`config.mk`:
```
export PLATFORM = sky130hd
export DESIGN_NAME = cs_hold_timer
export DESIGN_NICKNAME = d
export VERILOG_FILES = /design/src/rtl/cs_hold_pkg.sv /design/src/rtl/cs_edge_detect.sv /design/src/rtl/cs_hold_counter.sv /design/src/rtl/cs_sense_flag.sv /design/src/rtl/cs_hold_timer.sv
export SDC_FILE = /design/constraint.sdc
export NUM_CORES = 1
export LEC_CHECK = 0
export BUFFER_PORTS_ARGS = -buffer_cell sky130_fd_sc_hd__buf_2
export CORE_AREA = 2 2 39 41
export DETAILED_ROUTE_END_ITERATION = 12
export DIE_AREA = 0 0 41 43
export GPL_TIMING_DRIVEN = 0
export PLACE_DENSITY = 0.77
export SLEW_MARGIN = 10
export SYNTH_ARGS = -nofsm -noshare
export SYNTH_HDL_FRONTEND = slang
export SYNTH_SLANG_ARGS = --single-unit
```
`constraint.sdc`:
```
create_clock -name clk -period 1.3 [get_ports clk]
set_input_delay 0.065 -clock clk [delete_from_list [all_inputs] [get_ports clk]]
set_output_delay 0.065 -clock clk [all_outputs]
set_load 0.03 [all_outputs]
```
`src/rtl/cs_hold_pkg.sv`:
```
package cs_hold_pkg;

  typedef enum logic [1:0] {
    CS_ALWAYS = 2'd0,
    CS_LONG   = 2'd1,
    CS_NORMAL = 2'd2,
    CS_SHORT  = 2'd3
  } cs_mode_e;

endpackage

```
`src/rtl/cs_edge_detect.sv`:
```
module cs_edge_detect #(
  parameter int SYNC_STAGES = 2
) (
  input  logic clk,
  input  logic rst_n,
  input  logic rxd_i,
  output logic trans_o
);

  localparam int MSB = SYNC_STAGES - 1;

  logic [MSB:0] sync_q, sync_d;
  logic         prev_q, prev_d;

  // Next-state: shift raw data in, keep the last synchronized sample.
  always_comb begin
    sync_d = {sync_q[MSB-1:0], rxd_i};
    prev_d = sync_q[MSB];
  end

  always_ff @(posedge clk or negedge rst_n) begin
    if (!rst_n) begin
      sync_q <= '0;
      prev_q <= 1'b0;
    end else begin
      sync_q <= sync_d;
      prev_q <= prev_d;
    end
  end

  assign trans_o = sync_q[MSB] ^ prev_q;

endmodule

```
`src/rtl/cs_hold_counter.sv`:
```
module cs_hold_counter
  import cs_hold_pkg::*;
#(
  parameter int CNT_W     = 4,
  parameter int HOLD_1X_L = 14,
  parameter int HOLD_1X_N = 4,
  parameter int HOLD_1X_S = 3,
  parameter int HOLD_OS_L = 13,
  parameter int HOLD_OS_N = 5,
  parameter int HOLD_OS_S = 2
) (
  input  logic       clk,
  input  logic       rst_n,
  input  logic       trans_i,
  input  logic       tick_i,
  input  logic       div_nz_i,
  input  cs_mode_e   mode_i,
  output logic [CNT_W-1:0] cnt_o,
  output logic       expire_o
);

  logic [CNT_W-1:0] cnt_q, cnt_d, hold_len;
  logic             cnt_en;

  // Hold length in strobe units; oversampled mode counts half bits.
  always_comb begin
    unique case (mode_i)
      CS_LONG:   hold_len = div_nz_i ? CNT_W'(HOLD_OS_L) : CNT_W'(HOLD_1X_L);
      CS_NORMAL: hold_len = div_nz_i ? CNT_W'(HOLD_OS_N) : CNT_W'(HOLD_1X_N);
      CS_SHORT:  hold_len = div_nz_i ? CNT_W'(HOLD_OS_S) : CNT_W'(HOLD_1X_S);
      default:   hold_len = '0;
    endcase
  end

  always_comb begin
    cnt_en = trans_i | (tick_i & (cnt_q != '0));
    cnt_d  = trans_i ? hold_len : (cnt_q - CNT_W'(1));
  end

  always_ff @(posedge clk or negedge rst_n) begin
    if (!rst_n)      cnt_q <= '0;
    else if (cnt_en) cnt_q <= cnt_d;
  end

  assign cnt_o    = cnt_q;
  assign expire_o = ~trans_i & tick_i & (cnt_q <= CNT_W'(1));

endmodule

```
`src/rtl/cs_sense_flag.sv`:
```
module cs_sense_flag
  import cs_hold_pkg::*;
(
  input  logic     clk,
  input  logic     rst_n,
  input  cs_mode_e mode_i,
  input  logic     trans_i,
  input  logic     expire_i,
  output logic     carrier_o,
  output logic     chg_o
);

  logic carrier_q, carrier_d;
  logic chg_q, chg_d;

  always_comb begin
    if (mode_i == CS_ALWAYS) carrier_d = 1'b1;
    else if (trans_i)        carrier_d = 1'b1;
    else if (expire_i)       carrier_d = 1'b0;
    else                     carrier_d = carrier_q;
    chg_d = (mode_i != CS_ALWAYS) & (carrier_d ^ carrier_q);
  end

  always_ff @(posedge clk or negedge rst_n) begin
    if (!rst_n) begin
      carrier_q <= 1'b1;
      chg_q     <= 1'b0;
    end else begin
      carrier_q <= carrier_d;
      chg_q     <= chg_d;
    end
  end

  assign carrier_o = carrier_q;
  assign chg_o     = chg_q;

endmodule

```
`src/rtl/cs_hold_timer.sv`:
```
module cs_hold_timer
  import cs_hold_pkg::*;
#(
  parameter int SYNC_STAGES = 2,
  parameter int CNT_W       = 4,
  parameter int HOLD_1X_L   = 14,
  parameter int HOLD_1X_N   = 4,
  parameter int HOLD_1X_S   = 3,
  parameter int HOLD_OS_L   = 13,
  parameter int HOLD_OS_N   = 5,
  parameter int HOLD_OS_S   = 2
) (
  input  logic       clk,
  input  logic       rst_n,
  input  logic       rxd_i,
  input  logic       bit_tick_i,
  input  logic       div_nz_i,
  input  logic [1:0] hold_mode_i,
  output logic       carrier_o,
  output logic       carrier_chg_o
);

  localparam int HOLD_MAX = HOLD_1X_L > HOLD_OS_L ? HOLD_1X_L : HOLD_OS_L;

  cs_mode_e         mode_w;
  logic             trans_w;
  logic             expire_w;
  logic [CNT_W-1:0] cnt_w;

  assign mode_w = cs_mode_e'(hold_mode_i);

  cs_edge_detect #(.SYNC_STAGES(SYNC_STAGES)) u_edge (
    .clk     (clk),
    .rst_n   (rst_n),
    .rxd_i   (rxd_i),
    .trans_o (trans_w)
  );

  cs_hold_counter #(
    .CNT_W(CNT_W),
    .HOLD_1X_L(HOLD_1X_L), .HOLD_1X_N(HOLD_1X_N), .HOLD_1X_S(HOLD_1X_S),
    .HOLD_OS_L(HOLD_OS_L), .HOLD_OS_N(HOLD_OS_N), .HOLD_OS_S(HOLD_OS_S)
  ) u_cnt (
    .clk      (clk),
    .rst_n    (rst_n),
    .trans_i  (trans_w),
    .tick_i   (bit_tick_i),
    .div_nz_i (div_nz_i),
    .mode_i   (mode_w),
    .cnt_o    (cnt_w),
    .expire_o (expire_w)
  );

  cs_sense_flag u_flag (
    .clk       (clk),
    .rst_n     (rst_n),
    .mode_i    (mode_w),
    .trans_i   (trans_w),
    .expire_i  (expire_w),
    .carrier_o (carrier_o),
    .chg_o     (carrier_chg_o)
  );

endmodule

```
---- Yosys cells after proc, flatten, opt, wreduce, memory -nomap -nowiden ----
Index checks and enable logic that the tools add are counted.
storage, ports and cells
  input bits .............................. 7
  word-level logic and storage cells ...... 29
  register bits after elaboration ......... 9
cells by class
  reduce and logical (&&, ||, !) cells .... 3
  bitwise logic cells ..................... 8
  mux-type cells .......................... 8
  magnitude comparators ................... 1
  add/subtract/negate cells ............... 1
  equality and inequality tests ........... 3
operators with widths
  operator                                                         number
  case mux 4 bit (3 select lines)                                  1
  2-to-1 mux 1 bit                                                 5
  AND 1 bit                                                        4
  equality test 2 bit (second input constant)                      2
  less-or-equal comparator 4 x 1 -> 1 bit (second input constant)  1
  2-to-1 mux 4 bit                                                 1
  nonzero test 4 bit                                               1
  subtractor 4 x 1 -> 4 bit (second input constant)                1
  equality test 2 x 1 -> 1 bit (second input constant)             1
  zero test 2 bit                                                  1
  2-to-1 mux 2 bit                                                 1
  nonzero test 2 bit                                               1
  bitwise XOR 1 bit                                                2
  NOT 1 bit                                                        1
  bitwise OR 1 bit                                                 1

---- Logic depth before layout (Yosys ltp) ----
Gate-level depths: netlist of run 1.
  depth after elaboration ................. 9
  mapped depth ............................ 5

---- Modules after synthesis ----
A second synthesis of run 1 with hierarchy kept.
unflattened totals
  cells, all modules ...................... 55
  area, all modules ....................... 573.0 µm²
modules (own cells, without submodules)
  module           area an instance (µm²)  instances  sequential area each (µm²)  cells each
  cs_hold_counter  404.1                   1          100.1                       43
  cs_sense_flag    85.1                    1          51.3                        8
  cs_edge_detect   83.8                    1          75.1                        4

---- Worst setup path after synthesis of run 1 ----
Ideal clock, no wire load.
  kind .................................... reg-to-reg
  start point ............................. register u_cnt.cnt_q[0] (netlist: u_cnt.cnt_o[0])
  end point ............................... register u_cnt.cnt_q[0] (netlist: u_cnt.cnt_o[0])
  slack ................................... -0.055 ns
  cell stages (with the launch flop) ...... 6
  period minus slack after synthesis ...... 1.355 ns
  library setup time ...................... 0.124 ns
  arrival ................................. 1.231 ns
  path through ............................ dfrtp_1 -> inv_1 -> ha_1 -> nor3b_1 -> nor4_1 -> a211o_1
on the way
  longest elaborated chain between the ends .. 3
  elaborated cells between the ends (all ways) .. 5
  those cells by class .................... add/sub: 1; mux: 1; bitwise: 2; reduce/logical: 1
ends and longest elaborated chain
  item                                                                               RTL line               source
  start: declaration                                                                 cs_hold_counter.sv:22  logic [CNT_W-1:0] cnt_q, cnt_d, hold_len;
  start signal: assignment                                                           cs_hold_counter.sv:42  else if (cnt_en) cnt_q <= cnt_d;
  parallel branches: the longest is 3 deep, another holds subtractor 4 x 1 -> 4 bit  --
Parallel ways; which one is timed is not known.
A chain may end at the register's enable or synchronous reset.

---- Final worst setup path of run 1 ----
Ends and elaborated chain as after synthesis.

==> results of run 1 <==
-- flip-flops by register name, summed over array words and instances (netlist names) --
name              count
u_cnt.cnt_o           4
u_edge.sync_q         2
u_edge.prev_q         1
u_flag.carrier_o      1
u_flag.chg_o          1
-- placed cells by master (no fill, tap or decap), drive strengths merged --
cell type / instances
nor4: 1
dfrtp: 8
a2111oi: 1
o2111ai: 1
o21ai: 2
a21oi: 1
o211ai: 2
clkbuf: 4
nor2b: 1
dfstp: 1
buf: 14
nor3b: 2
a211o: 3
nor2: 5
nand2b: 2
mux2i: 1
nor4b: 1
xor2: 1
ha: 9
o311ai: 1
xnor2: 1
inv: 7
a31oi: 1
nand2: 3
dlygate4sd3: 2
-- worst reg2reg max path, stage by stage (launching register included) --
cell and delay (ns):
sky130_fd_sc_hd__dfrtp_1 0.42, sky130_fd_sc_hd__inv_2 0.10, sky130_fd_sc_hd__ha_4 0.18, sky130_fd_sc_hd__nor3b_4 0.15
sky130_fd_sc_hd__nand2b_4 0.15, sky130_fd_sc_hd__a211o_1 0.24
-- metal layers --
layer / wire length, um / vias to the layer above
met4: 0 / 0
li1: - / 236
met5: 0 / -
met3: 15 / 0
met1: 516 / 231
met2: 665 / 5
-- final cells by class --
type                       count  share of cell area (%)
multi-input combinational     39                    49.8
sequential                     9                    28.1
timing repair buffer          16                    13.1
clock buffer                   4                    3.27
inverter                       7                    3.27
tap                           16                    2.49
-- where the power goes --
part,leakage (nW),internal [mW],switching (mW)
Combinational,0.242,0.222,0.195
Sequential,0.109,0.325,0.0619
Clock,0.0150,0.118,0.0943
Total,0.365,0.665,0.351
-- cells by family after synthesis --
kind of cell / after synthesis
AOI/OAI and AO/OA: 12
adders and majority gates: 9
DFF: 9
xor gates and xnor gates: 2
muxes: 1
and+or+nand+nor: 15
buffers and inverters: 7
-- path summary, 6_finish.rpt --
kind / end / from / slack [ns]
setup / recovery: u_cnt.cnt_o[0] / u_cnt.cnt_o[0] / -0.05
hold / removal: u_cnt.cnt_o[1] / bit_tick_i / 0.15
setup reg to reg: u_cnt.cnt_o[0] / u_cnt.cnt_o[0] / -0.05
hold reg to reg: u_edge.sync_q[1] / u_edge.sync_q[0] / 0.35
max in group asynchronous: u_flag.carrier_o / rst_n / 0.86
min in group asynchronous: u_cnt.cnt_o[1] / rst_n / 0.19
-- synthesized netlist by cell type --
cell,number,area share (%)
sky130_fd_sc_hd__ha_1,9,20
sky130_fd_sc_hd__dfrtp_1,8,35
sky130_fd_sc_hd__inv_1,7,4.6
sky130_fd_sc_hd__nor2_1,5,3.3
sky130_fd_sc_hd__nand2_1,3,2.0
sky130_fd_sc_hd__a211o_1,2,3.0
sky130_fd_sc_hd__nand2b_1,2,2.2
sky130_fd_sc_hd__nor3b_1,2,2.6
sky130_fd_sc_hd__o211ai_1,2,2.6
sky130_fd_sc_hd__o21ai_0,2,1.7
sky130_fd_sc_hd__a2111oi_2,1,2.6
sky130_fd_sc_hd__a211o_2,1,1.7
sky130_fd_sc_hd__a21oi_1,1,0.87
sky130_fd_sc_hd__a31oi_1,1,1.1
sky130_fd_sc_hd__dfstp_2,1,4.6
sky130_fd_sc_hd__mux2i_1,1,1.7
sky130_fd_sc_hd__nor2b_1,1,1.1
sky130_fd_sc_hd__nor4_1,1,1.1
sky130_fd_sc_hd__nor4b_1,1,1.5
sky130_fd_sc_hd__o2111ai_1,1,1.5
sky130_fd_sc_hd__o311ai_0,1,1.5
sky130_fd_sc_hd__xnor2_1,1,1.5
sky130_fd_sc_hd__xor2_2,1,2.8
-- per-stage QoR --
| step | utilization (%) | hold WS [ns] | instance area (um2) | std cells | setup slack, ns |
|---|---|---|---|---|---|
| after floorplan | - | -0.231 | 581 | 55 | 0.00383 |
| after global placement | 46.3 | -0.0752 | 641 | 79 | -0.0876 |
| after detailed placement | 46.3 | -0.0718 | 641 | 79 | -0.103 |
| after CTS | 53.9 | 0.124 | 746 | 88 | -0.0184 |
| after global routing | 58.1 | 0.142 | 805 | 91 | -0.0781 |
| final | 58.1 | 0.149 | 805 | 91 | -0.0539 |
-- repair_timing --
action	4_1_cts	5_1_grt
pin swaps	4	3
buffers inserted	3	3
hold buffers	2	0
setup endpoints to repair	5	5
resized for setup	8	8
endpoints found under the hold margin	10	0
==> results.txt, run 1 <==
----------------------------------------------------
[Status]
  Run status ... finished, violations left
  Violations in the final reports ... negative setup slack

[Timing]
  Slew at the pin closest to its max-slew limit ... 0.383 ns
  PnR worst setup slack ... -0.0539 ns
  Final cycle utilization of the critical path ... 104%
  Number of endpoints with negative hold slack in the final report ... 0
  Highest Clock Rate ... 739 MHz
  Total of endpoints with negative setup slack in the final report ... 2
  Period minus WS final ... 1.35 ns
  Setup repair after global routing missed its margin ... true
  Setup Skew ... 0.00337 ns
  Max-slew headroom at the worst pin ... 74.4%
  Setup tns final ... -0.0665 ns
  Final max-slew violation count ... 0

[Route]
  Number of search-and-repair iterations in the first detailed-routing pass ... 4
  Post-DR wirelength/cell ... 13.2 um
  Count of unresolved DRC violations after routing ... 0
  Vias per inst ... 5.19
  Overall via count from detail_route ... 472
  Final antenna-violating net count ... 0
  Total length of routed wires ... 1.20 mm
  Starting DRT DRC Count ... 6

[Power]
  Largest vdd supply drop ... 0.596 mV
  Leakage dissipation ... 0.365 nW
  Power, Total ... 1.02 mW
  Total power density per cell area ... 1260 mW/mm2

[Critical path]
  Stages on worst setup path ... 5
  Critical path capture point type ... register
  Startpoint-to-endpoint class of the critical path ... reg2reg
  Data required, critical path ... 1.44 ns
  Slowest library cell on the worst path ... sky130_fd_sc_hd__dfrtp_1
  Length in cells of the worst reg-to-reg path ... 5
  CP max FO ... 4
  Largest delay contributor family on the critical path ... flip-flops
  Arr. time, crit path ... 1.50 ns
  Crit-path max cell delay ... 0.42 ns
  Worst Setup Start Kind ... register
  Number of buffers and inverters on the critical path ... 1
  Cells traversed along the worst timing path ... inv_2 -> ha_4 -> nor3b_4 -> nand2b_4 -> a211o_1

[Global routing]
  Global-route wire length before repair ... 1.99 mm
  Total track usage ... 16.9%
  Layer with the highest usage ... met2
  Vias in the first global route ... 462
  Number of antenna violations at the first check in global routing ... 0
  Maximum number of pins on one net before global-route repair ... 10
  Global-route met1 utilization ... 21.3%
  Met2 layer usage reported by global route ... 27.2%
  Met3 Resource Use GR ... 1.57%
  GRT Residual Overflow ... 0

[Clock tree]
  Clock net sink count ... 9
  H-tree depth reported by CTS ... 1
  TritonCTS clock tree ... built
  Total clock buffers created by CTS ... 3
  Library cell used as clock root buffer ... sky130_fd_sc_hd__clkbuf_4
  Clk pin slew, worst setup/hold paths ... 0.06 ns
  Clock tree buffer depth ... 2
  Worst-skew pair later-pin latency ... 0.25 ns

[Yosys]
  Post-synthesis share of cell area spent on xor and xnor gates ... 4.35%
  Synthesized-area fraction occupied by and/or/nand/nor cells ... 13.7%
  Number of register bits inferred by synthesis ... 9
  Synth Area in Compound Gates ... 16.7%
  Count of unique library cells instantiated by Yosys ... 23
  Synth Area in Adders ... 19.6%
  Main combinational cell family by area after synthesis ... adder cells
  Cell area after synthesis ... 576 um2
  Number of warning messages in the yosys log ... 0
  Average footprint of a synthesized cell ... 10.5 um2
  Sequential fraction of the synthesis area ... 39.3%
  Net count of the mapped netlist ... 71
  Count of mapped cells out of synthesis ... 55
  Mux share of post-synthesis cell area ... 1.74%

[Floorplan]
  DIE WIDTH ... 41 um
  Number of rows created at floorplan ... 14
  Top-Level Pins ... 9
  Core box area ... 0.00138 mm2
  Die Area ... 0.00176 mm2
  Die Y-Extent ... 43 um
  Effective utilization at floorplan ... 41.6%

[Placed design]
  GP Congestion ... 0.806
  Count of port buffers added during placement ... 8

[Cells and area]
  Count of fill cells added during filler insertion ... 122
  Synthesis-to-layout area growth ... 39.8%
  Reg area ... 226 um2
  Share of layout cells above drive strength 1 ... 42.7%
  Net total in the final layout ... 92
  Multi-input gate area in the final layout ... 400 um2
  Antenna diodes ... 0

[Run]
  Number of max-capacitance violations reported ... 0

[Min path]
  Worst hold path class ... in2reg
  Min-Delay Path Depth ... 3

----------------------------------------------------
No activity file was read; power rests on OpenSTA's default activity.
==> inputs of run 2 (changes only) <==
Settings changed: ABC_AREA set to 1, CORE_AREA 2 2 39 41 to unset, CORE_UTILIZATION set to 48, DIE_AREA 0 0 41 43 to unset, PLACE_DENSITY 0.77 to 0.82.
==> run 2 against run 1 <==
Compared with the run above: cell count is 22% higher; final area is 8.7% lower; routed wire length is 16% lower; critical path type unchanged; worst hold slack worse by 0.016 ns; synthesized area is 9.6% higher; highest routed layer unchanged; sequential power is 5% lower; the run now ends clean; core utilization is 5.4 points higher; first-iteration DRC count is 67% higher; worst setup slack better by 0.19 ns.
==> results.txt, run 2 <==
----------------------------------------------------
[Global routing]
  Global-route wire length before repair ... 1.68 mm
  Total track usage ... 17.1%
  GRT Residual Overflow ... 0
  Vias in the first global route ... 412
  Maximum number of pins on one net before global-route repair ... 10
  Number of antenna violations at the first check in global routing ... 0

[Yosys]
  Count of unique library cells instantiated by Yosys ... 15
  Dominant cell type by area after synthesis ... sky130_fd_sc_hd__dfrtp_1
  Share of flip-flops with an asynchronous set or reset after synthesis ... 100%
  Top post-synthesis cells by area ... sky130_fd_sc_hd__dfrtp_1 (32%), sky130_fd_sc_hd__nand2_1 (18%), sky130_fd_sc_hd__ha_1 (18%), sky130_fd_sc_hd__inv_1 (8.3%), sky130_fd_sc_hd__nand3_1 (5.6%)
  Post-synth top area share ... 31.7%
  Count of mapped cells out of synthesis ... 83
  Synth Area in Adders ... 17.9%
  Cell area after synthesis ... 631 um2
  Number of register bits inferred by synthesis ... 9
  Cell with the most instances after synthesis ... sky130_fd_sc_hd__nand2_1
  Main flop type after synthesis ... sky130_fd_sc_hd__dfrtp_1
  Synthesized-area fraction occupied by and/or/nand/nor cells ... 32.9%
  Synth Area in Compound Gates ... 4.37%
  Average footprint of a synthesized cell ... 7.60 um2
  Net count of the mapped netlist ... 99
  Number of warning messages in the yosys log ... 0
  Main combinational cell family by area after synthesis ... simple AND/OR/NAND/NOR gates
  Post-synthesis share of cell area spent on xor and xnor gates ... 0%
  Mux share of post-synthesis cell area ... 0%
  Synth top cells by count ... sky130_fd_sc_hd__nand2_1 (31), sky130_fd_sc_hd__inv_1 (14), sky130_fd_sc_hd__ha_1 (9)
  Number of enable-type register cells in the synthesized netlist ... 0
  Sequential fraction of the synthesis area ... 35.9%

[Status]
  Run status ... complete, no violations

[Clock tree]
  Clock tree buffer depth ... 2
  TritonCTS clock tree ... built
  Worst-skew pair later-pin latency ... 0.26 ns
  Clk pin slew, worst setup/hold paths ... 0.06 ns
  H-tree depth reported by CTS ... 1
  Total clock buffers created by CTS ... 3
  Library cell used as clock root buffer ... sky130_fd_sc_hd__clkbuf_4
  Setup fix buffers added after clock tree synthesis ... 0
  Clock net sink count ... 9

[Placed design]
  Count of port buffers added during placement ... 8
  Placed wire-length estimate after detailed placement ... 767 um
  Cell Area, Placed ... 688 um2
  Placement-stage worst setup slack ... 0.0879 ns
  GP Congestion ... 0.826
  Number of cells after detailed placement ... 105

[Cells and area]
  Commonest non-fill, non-tap cells in the layout ... sky130_fd_sc_hd__nand2_1 (31), sky130_fd_sc_hd__inv_1 (12), sky130_fd_sc_hd__ha_1 (9)
  Count of fill cells added during filler insertion ... 100
  Synthesis-to-layout area growth ... 16.5%
  Final non-filler cell total ... 111
  Share of layout cells above drive strength 1 ... 20.6%
  Most common cell after layout, fill and taps aside ... sky130_fd_sc_hd__nand2_1
  Final core utilization ... 63.5%
  Max FFs per register ... 4
  Antenna diodes ... 0
  Net total in the final layout ... 114
  Final instance area ... 734 um2

[Critical path]
  CP Launch Point ... u_cnt.cnt_o[0]
  Data required, critical path ... 1.51 ns
  Critical path capture point type ... register
  Startpoint-to-endpoint class of the critical path ... reg2reg
  Arr. time, crit path ... 1.37 ns
  Worst Setup Start Kind ... register
  Startpoint of the worst-slack reg-to-reg timing path ... u_cnt.cnt_o[0]
  CP max FO ... 5

[Timing]
  Slew at the pin closest to its max-slew limit ... 0.197 ns
  Setup tns final ... 0 ns
  Final max-slew violation count ... 0
  Setup repair after global routing missed its margin ... false
  Period minus WS final ... 1.16 ns
  Max-slew headroom at the worst pin ... 86.9%
  PnR worst setup slack ... 0.137 ns
  Setup Skew ... 0.0111 ns
  Total of endpoints with negative setup slack in the final report ... 0
  Final cycle utilization of the critical path ... 89.4%
  Highest Clock Rate ... 860 MHz
  Number of endpoints with negative hold slack in the final report ... 0

[Floorplan]
  Effective utilization at floorplan ... 54.5%
  Core box area ... 0.00116 mm2
  Top-Level Pins ... 9
  Die Y-Extent ... 38.2 um
  Die Area ... 0.00146 mm2
  DIE WIDTH ... 38.2 um
  Number of rows created at floorplan ... 12

[Route]
  Count of unresolved DRC violations after routing ... 0
  Overall via count from detail_route ... 507
  Vias per inst ... 4.57
  Number of search-and-repair iterations in the first detailed-routing pass ... 4
  Final antenna-violating net count ... 0
  Post-DR wirelength/cell ... 9.05 um
  Starting DRT DRC Count ... 10
  Total length of routed wires ... 1.01 mm

[Power]
  Total power density per cell area ... 1230 mW/mm2
  Largest vdd supply drop ... 0.809 mV
  Leakage dissipation ... 0.447 nW

[Run]
  Number of max-capacitance violations reported ... 0

[Min path]
  Worst hold path class ... in2reg
  Hold Path Origin ... bit_tick_i

----------------------------------------------------
[run 2: worst paths after layout]
kind | end | cells past startpoint | slack, ns
max | u_flag.chg_o | 8 | 0.14
min | u_flag.carrier_o | 4 | 0.13
max reg2reg | u_flag.chg_o | 8 | 0.14
min reg2reg | u_edge.sync_q[1] | 0 | 0.35
max in group asynchronous | u_flag.carrier_o | 2 | 0.88
min in group asynchronous | u_flag.chg_o | 2 | 0.18
[run 2: area by class of cell]
cell class                 instances  area [um2]  share of cell area (%)
multi-input combinational         59         348                    47.4
clock buffer                       4        26.3                    3.58
timing repair buffer              10        60.1                    8.18
sequential                         9         226                    30.8
inverter                          15        56.3                    7.67
tap                               14        17.5                    2.39
[run 2: critical path, stage by stage (launching register included)]
cell	delay (ns)
sky130_fd_sc_hd__dfrtp_1	0.40
sky130_fd_sc_hd__inv_2	0.10
sky130_fd_sc_hd__ha_1	0.17
sky130_fd_sc_hd__inv_1	0.06
sky130_fd_sc_hd__nand2_1	0.06
sky130_fd_sc_hd__nand3_1	0.08
sky130_fd_sc_hd__o21ai_1	0.14
sky130_fd_sc_hd__nand2_1	0.06
sky130_fd_sc_hd__inv_1	0.05
[run 2: cell families (layout without fill, tap and decap cells)]
logic type | Yosys count | in the layout
buf+inv | 15 | 29
fa+ha+maj | 9 | 9
compound gates | 5 | 5
simple gates | 45 | 45
flops | 9 | 9
[run 2: layer usage]
metal / GRT usage [%] / vias up / part of all wire, %
met4: 2.68 / 0 / 0
li1: - / 280 / -
met2: 25.0 / 9 / 44
met1: 23.8 / 218 / 51
met5: 0 / - / 0
met3: 6.98 / 0 / 4.3
[run 2: where the power goes]
group	leakage, nW	internal, mW	switching [mW]
clock	0.0150	0.118	0.0933
combinational	0.323	0.120	0.205
sequential	0.109	0.333	0.0360
total	0.447	0.571	0.335
[run 2: per-stage QoR]
stage               hold WS [ns]  power (mW)
floorplan                 -0.231       0.616
global placement         -0.0780       0.681
detailed placement       -0.0725       0.690
global route               0.166       0.989
finish                     0.133       0.905
CTS                        0.127       0.912
[run 2: repair_timing]
item	CTS	global route
hold endpoints to repair	10	0
setup endpoints to repair	0	1
hold buffers	2	0
gates resized for setup	0	2
